--- config.mk ---
export PLATFORM = sky130hd
export DESIGN_NAME = wdog_timer
export DESIGN_NICKNAME = d
export VERILOG_FILES = /design/src/rtl/wdog_pkg.sv /design/src/rtl/wdog_tick_sel.sv /design/src/rtl/wdog_countdown.sv /design/src/rtl/wdog_timer.sv
export SDC_FILE = /design/constraint.sdc
export NUM_CORES = 1
export LEC_CHECK = 0
export BUFFER_PORTS_ARGS = -buffer_cell sky130_fd_sc_hd__buf_2
export CAP_MARGIN = 5
export CORE_AREA = 3 3 185 115
export CTS_CLUSTER_DIAMETER = 120
export DETAILED_ROUTE_END_ITERATION = 10
export DIE_AREA = 0 0 188 118
export GPL_TIMING_DRIVEN = 0
export PLACE_DENSITY_LB_ADDON = 0.25
export SLEW_MARGIN = 30
export SYNTH_ARGS = -nofsm -noshare
export SYNTH_HDL_FRONTEND = slang
export SYNTH_SLANG_ARGS = --single-unit
--- constraint.sdc ---
create_clock -name clk -period 4.4 [get_ports clk]
set_input_delay 0.22 -clock clk [delete_from_list [all_inputs] [get_ports clk]]
set_output_delay 0.22 -clock clk [all_outputs]
set_load 0.03 [all_outputs]
--- src/rtl/wdog_pkg.sv ---
// Shared definitions for the watchdog timer: register offsets, channel
// indices and the control register layout.
// Assumes byte addressing on an 8-bit register bus address.
package wdog_pkg;
    localparam logic [7:0] OFF_CTRL   = 8'h00;
    localparam logic [7:0] OFF_STATUS = 8'h04;
    localparam logic [7:0] OFF_PRECNT = 8'h08;
    localparam logic [7:0] OFF_WDCNT  = 8'h0C;
    localparam logic [7:0] OFF_RSTEN  = 8'h10;
    localparam logic [7:0] OFF_RSTMSK = 8'h14;

    localparam int NUM_CH  = 2;
    localparam int CH_WD   = 0;
    localparam int CH_PRE  = 1;
    localparam int RATIO_W = 5;

    // Control register, packed from bit 8 down to bit 0.
    typedef struct packed {
        logic [RATIO_W-1:0] ratio;   // 8:4
        logic               pre_fix; // 3
        logic               wd_fix;  // 2
        logic               pre_run; // 1
        logic               wd_run;  // 0
    } ctrl_t;

    localparam int CTRL_W = $bits(ctrl_t);
endpackage

--- src/rtl/wdog_tick_sel.sv ---
// Tick generator: a free-running prescaler gives a divided tick every
// 2^ratio clocks. Each channel picks either that tick or the external
// fixed-reference strobe.
// Assumes fix_tick is already synchronous to clk.
module wdog_tick_sel #(
    parameter int RATIO_W = 5,
    parameter int NCH     = 2
) (
    input  logic               clk,
    input  logic               rst_n,
    input  logic [RATIO_W-1:0] ratio,
    input  logic [NCH-1:0]     fix_sel,
    input  logic               fix_tick,
    output logic [NCH-1:0]     tick
);
    localparam int PRESC_W = 1 << RATIO_W;

    logic [PRESC_W-1:0] presc_q;
    logic [PRESC_W-1:0] low_mask;
    logic               div_tick;

    // Free-running prescaler count
    always_ff @(posedge clk) begin
        if (!rst_n) presc_q <= '0;
        else        presc_q <= presc_q + 1'b1;
    end

    // Divided tick when the low ratio bits are all ones
    always_comb begin
        low_mask = (PRESC_W'(1) << ratio) - PRESC_W'(1);
        div_tick = (presc_q & low_mask) == low_mask;
    end

    for (genvar i = 0; i < NCH; i++) begin : g_sel
        assign tick[i] = fix_sel[i] ? fix_tick : div_tick;
    end
endmodule

--- src/rtl/wdog_countdown.sv ---
// One loadable down-counter. A load wins over counting. The counter
// falls by one on each tick while running and stops at zero.
// at_zero flags the running-at-zero condition to the status logic.
module wdog_countdown #(
    parameter int CNT_W = 32
) (
    input  logic             clk,
    input  logic             rst_n,
    input  logic             load,
    input  logic [CNT_W-1:0] load_val,
    input  logic             run,
    input  logic             tick,
    output logic [CNT_W-1:0] cnt,
    output logic             at_zero
);
    // Count register: load, decrement on tick, hold at zero
    always_ff @(posedge clk) begin
        if (!rst_n)                          cnt <= '1;
        else if (load)                       cnt <= load_val;
        else if (run && tick && cnt != '0)   cnt <= cnt - 1'b1;
    end

    assign at_zero = run && (cnt == '0);
endmodule

--- src/rtl/wdog_timer.sv ---
// Watchdog timer top: register bus decode, control and status registers,
// the two countdown channels and the gated reset request.
// Assumes single-cycle bus writes and combinational reads.
module wdog_timer
    import wdog_pkg::*;
#(
    parameter int ADDR_W = 8,
    parameter int DATA_W = 32
) (
    input  logic              clk,
    input  logic              rst_n,
    input  logic              fix_tick,
    input  logic              bus_sel,
    input  logic              bus_wr,
    input  logic [ADDR_W-1:0] bus_addr,
    input  logic [DATA_W-1:0] bus_wdata,
    output logic [DATA_W-1:0] bus_rdata,
    output logic              expire_irq,
    output logic              pretime_irq,
    output logic              rst_req
);
    ctrl_t             ctrl_q;
    logic [NUM_CH-1:0] flag_q;
    logic              rst_en_q;
    logic              rst_msk_q;

    logic              wr_en;
    logic              ctrl_wr, sts_wr, rsten_wr, rstmsk_wr;
    logic [NUM_CH-1:0] ld, run, fsel, tick, hit;
    logic [DATA_W-1:0] cnt [NUM_CH];

    logic [DATA_W-1:0] wd_count, pre_count;
    logic              wd_run, pre_run, wd_load, pre_load;

    // Write strobes per register
    always_comb begin
        wr_en     = bus_sel && bus_wr;
        ctrl_wr   = wr_en && bus_addr == ADDR_W'(OFF_CTRL);
        sts_wr    = wr_en && bus_addr == ADDR_W'(OFF_STATUS);
        rsten_wr  = wr_en && bus_addr == ADDR_W'(OFF_RSTEN);
        rstmsk_wr = wr_en && bus_addr == ADDR_W'(OFF_RSTMSK);
        ld[CH_WD]  = wr_en && bus_addr == ADDR_W'(OFF_WDCNT);
        ld[CH_PRE] = wr_en && bus_addr == ADDR_W'(OFF_PRECNT);
    end

    // Control and reset-gate registers
    always_ff @(posedge clk) begin
        if (!rst_n) begin
            ctrl_q    <= '0;
            rst_en_q  <= 1'b0;
            rst_msk_q <= 1'b0;
        end else begin
            if (ctrl_wr)   ctrl_q    <= ctrl_t'(bus_wdata[CTRL_W-1:0]);
            if (rsten_wr)  rst_en_q  <= bus_wdata[0];
            if (rstmsk_wr) rst_msk_q <= bus_wdata[0];
        end
    end

    assign run[CH_WD]   = ctrl_q.wd_run;
    assign run[CH_PRE]  = ctrl_q.pre_run;
    assign fsel[CH_WD]  = ctrl_q.wd_fix;
    assign fsel[CH_PRE] = ctrl_q.pre_fix;

    wdog_tick_sel #(.RATIO_W(RATIO_W), .NCH(NUM_CH)) u_tick (
        .clk      (clk),
        .rst_n    (rst_n),
        .ratio    (ctrl_q.ratio),
        .fix_sel  (fsel),
        .fix_tick (fix_tick),
        .tick     (tick)
    );

    for (genvar c = 0; c < NUM_CH; c++) begin : g_ch
        wdog_countdown #(.CNT_W(DATA_W)) u_cnt (
            .clk      (clk),
            .rst_n    (rst_n),
            .load     (ld[c]),
            .load_val (bus_wdata),
            .run      (run[c]),
            .tick     (tick[c]),
            .cnt      (cnt[c]),
            .at_zero  (hit[c])
        );

        // Sticky flag: set on hit, written 0 clears, written 1 keeps
        always_ff @(posedge clk) begin
            if (!rst_n)      flag_q[c] <= 1'b0;
            else if (hit[c]) flag_q[c] <= 1'b1;
            else if (sts_wr) flag_q[c] <= flag_q[c] & bus_wdata[c];
        end
    end

    // Read mux
    always_comb begin
        case (bus_addr)
            ADDR_W'(OFF_CTRL):   bus_rdata = DATA_W'(ctrl_q);
            ADDR_W'(OFF_STATUS): bus_rdata = DATA_W'(flag_q);
            ADDR_W'(OFF_PRECNT): bus_rdata = cnt[CH_PRE];
            ADDR_W'(OFF_WDCNT):  bus_rdata = cnt[CH_WD];
            ADDR_W'(OFF_RSTEN):  bus_rdata = DATA_W'(rst_en_q);
            ADDR_W'(OFF_RSTMSK): bus_rdata = DATA_W'(rst_msk_q);
            default:             bus_rdata = '0;
        endcase
    end

    // Outputs
    assign expire_irq  = flag_q[CH_WD];
    assign pretime_irq = flag_q[CH_PRE];
    assign rst_req     = flag_q[CH_WD] && rst_en_q && !rst_msk_q && ctrl_q.wd_run;

    // Named views for the checker
    assign wd_count  = cnt[CH_WD];
    assign pre_count = cnt[CH_PRE];
    assign wd_run    = run[CH_WD];
    assign pre_run   = run[CH_PRE];
    assign wd_load   = ld[CH_WD];
    assign pre_load  = ld[CH_PRE];
endmodule

# Yosys cells after proc, flatten, opt, wreduce, memory -nomap -nowiden
# Index checks and enable logic that the tools add are counted.
# W data, S select, Z words.
dict set report classes {
  shifts 1
  n_eq_ne 6
  muxes 11
  n_reduce_logical 26
  bitwise_logic 3
  n_addsub 4
}
# op count
set ops {}
lappend ops {{$pmux W32 S6} 1}
lappend ops {{$mux W32} 4}
lappend ops {{$logic_not A32 Y1} 2}
lappend ops {{$reduce_bool A32 Y1} 2}
lappend ops {{$sub A32 B1 Y32 const B} 2}
lappend ops {{$add A32 B1 Y32 const B} 1}
lappend ops {{$and A32 B32 Y32} 1}
lappend ops {{$eq A32 B32 Y1} 1}
lappend ops {{$shl A1 B5 Y32 const A} 1}
lappend ops {{$sub A32 B2 Y32 const B} 1}
lappend ops {{$eq A8 B4 Y1 const B} 2}
lappend ops {{$eq A8 B5 Y1 const B} 2}
lappend ops {{$logic_and A1 B1 Y1} 16}
lappend ops {{$eq A8 B3 Y1 const B} 1}
lappend ops {{$logic_not A8 Y1} 1}
lappend ops {{$reduce_bool A2 Y1} 4}
lappend ops {{$mux W1} 6}
lappend ops {{$and A1 B1 Y1} 2}
lappend ops {{$logic_not A1 Y1} 1}
dict set report word_totals {
  output_inout_bits 35
  input_bits 45
  regBits 109
  wordCells 63
}

# Logic depth before layout (Yosys ltp)
dict set report logic_depth {
  word_depth 9
  mapped_depth 19
  depth_no_buf 12
}

# Cells and area by module
# A second synthesis with hierarchy kept.
dict set report hier_totals {
  cells_unflattened 971
  hier_area_um2 7870.0
}
# mod n_inst area_per_inst_um2 cells_per_inst
set by_module_without_submodules {}
lappend by_module_without_submodules {wdog_countdown 2 2306.0 283}
lappend by_module_without_submodules {wdog_tick_sel 1 2079.5 266}
lappend by_module_without_submodules {wdog_timer 1 1178.6 139}

# Least setup slack after synthesis
# Ideal clock, no wire load.
dict set report synth_path {
  path_type {flip-flop to flip-flop}
  from {register ctrl_q[5] (netlist name)}
  to {register g_ch[0].u_cnt.cnt[17]}
  stages_incl_launch_ff 17
  t_arrival_ns 3.432
  slack_ns 0.836
  synth_period_minus_slack_ns 3.564
  n_path_buf 6
  setup_ns 0.131
  path_cell_list {dfxtp_1 > buf_2 > nor4_4 > nand2_1 > ha_1 > clkbuf_2 > buf_2 > buf_2 > xnor2_1 > a2111oi_0 > nand4b_1 > o41a_1 > buf_2 > buf_6 > nor4_2 > mux2i_1 > a31oi_1}
}
dict set report synth_between {
  elab_chain_len 8
}
# item line_no
set synth_lines {}
lappend synth_lines {{from (decl)} wdog_timer.sv:22} ;# ctrl_t ctrl_q;
lappend synth_lines {{from (signal assigned)} wdog_timer.sv:53} ;# if (ctrl_wr) ctrl_q <= ctrl_t'(bus_wdata[CTRL_W-1:0]);
lappend synth_lines {{$shl A1 B5 Y32 (*)} wdog_tick_sel.sv:30} ;# low_mask = (PRESC_W'(1) << ratio) - PRESC_W'(1);
lappend synth_lines {{$sub A32 B2 Y32 (*)} wdog_tick_sel.sv:30}
lappend synth_lines {{$and A32 B32 Y32} wdog_tick_sel.sv:31} ;# div_tick = (presc_q & low_mask) == low_mask;
lappend synth_lines {{$eq A32 B32 Y1 (*)} wdog_tick_sel.sv:31}
lappend synth_lines {{$mux W1 (*)} wdog_tick_sel.sv:35} ;# assign tick[i] = fix_sel[i] ? fix_tick : div_tick;
lappend synth_lines {{$logic_and A1 B1 Y1 (*) (2 in series)} wdog_countdown.sv:20} ;# else if (run && tick && cnt != '0) cnt <= cnt - 1'b1;
lappend synth_lines {{$reduce_bool A2 Y1 (no line) (*)} --}
lappend synth_lines {{to (signal assigned)} wdog_countdown.sv:19} ;# else if (load) cnt <= load_val;
lappend synth_lines {{to (signal assigned)} wdog_countdown.sv:20}
lappend synth_lines {{to (decl)} wdog_countdown.sv:13} ;# output logic [CNT_W-1:0] cnt,
# Mark *: on every way between the ends. The rest lies on a longest branch, timed or not.
# A chain may end at the register's enable or synchronous reset.

# Worst setup path after layout
dict set report layout_path {
  from {register ctrl_q[7] (netlist name)}
  to {register g_ch[0].u_cnt.cnt[25]}
}
# The elaborated chain is that of the path after synthesis.

==> metrics.csv <==
metric,value,unit
path_depth,16,
worstRegToRegCells,16,
finalSetupViolCount,0,
path_cells,buf_2 -> nor4_4 -> nand2_1 -> ha_1 -> clkbuf_2 -> clkbuf_4 -> clkbuf_4 -> clkbuf_4 -> o21ai_0 -> a21oi_1 -> or2_2 -> o41a_1 -> buf_2 -> nor4_1 -> nand4_1 -> o311a_1,
nNetsFinal,1176,
tightest_slew,0.9718,ns
dr_total_vias,9137,
port_buffers,79,
first_global_vias,8041,
hold_depth,3,
final_util,45.11,%
path_clk_slew,0.09,ns
initial_utilization,39.36,%
hp-start,bus_wdata[5],
antenna_found_initial,0,
max_stage_delay,0.51,ns
synth_area_leaders,"dfxtp_1 28%, nor2_1 6.6%, mux2i_1 6.2%",
cts_sinks,108,
grt_start_max_net_pins,20,
syn_avg_cell_area,7.504,sq um
h-tree-depth,3,
final_layout_size_suffix_gt1_share,13.69,%
maxSlewViolCount,0,
antenna_cells,0,
muxShareOfSynthArea,6.609,%
synth_most_common_cell,nor2_1,
synth_edf_count,0,
die_w,188,microns
cpMostUsedCell,clkbuf_4,
rows,40,
vdd_ir_drop_max,0.2059,mV
crit_buf_inv,6,
swShare,28.37,%
dieArea,22180,sq um
cts_buffers,9,
syn_inst,1037,
rr_endpoint,g_ch[0].u_cnt.cnt[25]$_SDFFE_PN1P_,
fmax,237.0,MHz
drt-met1-wl,15.79,mm
dp_hpwl,27.03,mm
drv_cap,0,
cts_root_buf,clkbuf_16,
synth_cell_types,76,
crit_required,4.67,ns
drt_pre_antenna_iters,5,
hold_buffers,0,
syn2layout_area_growth,14.62,%
slew-limit-headroom,35.21,%
wl_met2,11.67,mm
syn-num-nets,1086,
ant_nets,0,
layout.cells.non_filler,1405,
min_to,g_ch[1].u_cnt.cnt[5]$_SDFFE_PN1P_,
dpl_worst_slack,-0.3497,ns
hold_violations,0,
fin_crit_sh,95.91,%
dp_cells,1389,
fin_skew,0.01563,ns
start_kind,register,
dr.max_layer_used,met5,
cts_tree,done,
ios,80,
whs,0.1122,ns
drt_iter0_drc,1359,
p_clk_share,42.8,%
path_class,reg -> reg,
combPwrFrac,9.9,%
drcViolationCount,0,
p_leak,3.316,nW
synth_xor_area_share,3.940,%
hold_path.class,in -> reg,
cellPowerDensity,238.3,nW/um^2
syn_area,7781,sq um
seq_area_frac_synth,27.79,%
die_h,118,microns
cp_top_family,simple AND/OR/NAND/NOR gates,
synth_top_area_share,27.79,%
period_needed,4.220,ns
synth.top_cells.by_count,"137 x nor2_1, 108 x dfxtp_1, 60 x clkbuf_1",
grt_first_pass_wirelength,51.54,mm
ys_ff_latch,108,
synth_fa_ha_area_share,0.6432,%
status,"finished, final reports clean",
r2r-start,ctrl_q[7]$_SDFFE_PN0P_,
cp_slowest_cell,nor4_1,
intPower,1.522,mW
synth_compound_area_share,17.06,%
layout_setup_ws,0.1799,ns
worstPathMaxFanout,10,
wl,34.84,mm
r2r_setup_slack,0.18,ns
place_congestion,1.039,
track_usage,30.55,%
wl_met3,6.778,mm
viasPerCell,6.503,
grt_overflow,0,
critPathCaptureType,register,
power.switching,602.9,uW
yosys_warnings,0,
async_flop_share,0,%
seqPwrFrac,47.3,%
core,19770,sq um
synthSimpleGateAreaFrac,36.94,%
synth_area_leader_cell,dfxtp_1,
ys.flop_type,dfxtp_1,
cts_buffer_depth,2,
detail_route.wl_per_cell,24.80,microns
clk-insertion-delay-late,0.38,ns
critPathArrivalTime,4.49,ns
synth_top_family_by_area,simple AND/OR/NAND/NOR gates,
[layout by cell type (no fill, tap or decap), types with 10 or more instances in the layout]
cell type  instances
or4_1             18
xnor2_1           16
clkbuf_1          56
inv_1             36
o21ai_0           26
mux2i_1           48
a211oi_1          12
and4_1            10
and3_1            30
nand2_1           53
or3_1             41
nand4_1           30
a311oi_1          18
nor4_1            48
dfxtp_1          107
buf_2             91
a21oi_1           33
nor3_1            44
xor2_1            19
nor2_1           137
nand3_1           53
a31oi_1           18
[repair_timing]
| item | 4_1_cts | 5_1_grt |
|---|---|---|
| resized for setup | 5 | 20 |
| hold endpoints to repair | 0 | 0 |
| setup buffers | 0 | 1 |
| setup endpoints to repair | 18 | 55 |
| pin swaps | 0 | 5 |
[sequential cells by signal, indices dropped and copies added, names as in the netlist]
register and flops:
ctrl_q 7, expire_irq 1, g_ch.u_cnt.cnt 64, pre_run 1, pretime_irq 1, rst_en_q 1, rst_msk_q 1, u_tick.presc_q 31
wd_run 1
[layout make-up]
| cell class | instances | area (sq um) |
|---|---|---|
| fill | 2070 | 10850 |
| multi-input combinational | 802 | 5139 |
| sequential | 108 | 2163 |
| buffer | 89 | 417.9 |
| timing repair buffer | 80 | 402.9 |
| tap | 273 | 341.6 |
| clock buffer | 10 | 239.0 |
| inverter | 37 | 138.9 |
| clock inverter | 6 | 76.32 |
[metrics by stage]
step | TNS [ns] | power (mW) | area, sq um
floorplan | 0 | 1.129 | 7781
global placement | -5.649 | 1.223 | 8518
detailed placement | -2.627 | 1.223 | 8518
CTS | 0 | 2.117 | 8840
global route | -0.02799 | 2.174 | 8919
finish | 0 | 2.125 | 8919
[kinds of logic (layout without fill, tap and decap cells)]
| logic type | after synthesis | in the layout |
|---|---|---|
| xor+xnor | 35 | 35 |
| fa+ha+maj | 4 | 4 |
| buf+inv | 127 | 222 |
| flops | 108 | 108 |
| compound gates | 183 | 183 |
| mux | 50 | 50 |
| simple gates | 530 | 530 |
[routing by layer]
metal	vias up	global-route usage, %
met5	-	1.584
met2	690	34.15
met3	48	17.26
met1	4332	47.75
li1	4065	-
met4	2	5.714
[worst reg2reg max path, delay by kind of cell (launching register included)]
family / cells / cell delay [ns]
AOI/OAI and AO/OA: 4 / 0.91
and+or+nand+nor: 5 / 1.47
adders and majority gates: 1 / 0.20
DFF: 1 / 0.31
buffers and inverters: 6 / 1.23
[how the worst max path moves through the flow]
stage,startpoint,endpoint
after detailed placement,ctrl_q[4]$_SDFFE_PN0P_,g_ch[1].u_cnt.cnt[20]$_SDFFE_PN1P_
after global placement,ctrl_q[4]$_SDFFE_PN0P_,g_ch[1].u_cnt.cnt[20]$_SDFFE_PN1P_
after CTS,ctrl_q[4]$_SDFFE_PN0P_,g_ch[1].u_cnt.cnt[21]$_SDFFE_PN1P_
after global routing,ctrl_q[4]$_SDFFE_PN0P_,g_ch[1].u_cnt.cnt[4]$_SDFFE_PN1P_
after floorplan,ctrl_q[5]$_SDFFE_PN0P_,g_ch[0].u_cnt.cnt[17]$_SDFFE_PN1P_
final,ctrl_q[7]$_SDFFE_PN0P_,g_ch[0].u_cnt.cnt[25]$_SDFFE_PN1P_
[power groups by stage]
stage / Combinational (mW) / Clock, mW / Sequential [mW]
2_1_floorplan: 0.109 / 0 / 1.02
3_3_place_gp: 0.197 / 0 / 1.03
3_5_place_dp: 0.197 / 0 / 1.03
4_1_cts: 0.198 / 0.916 / 1.00
5_1_grt: 0.218 / 0.950 / 1.01
6_report: 0.211 / 0.910 / 1.00
Note: power is estimated with default switching activity, not from simulation.
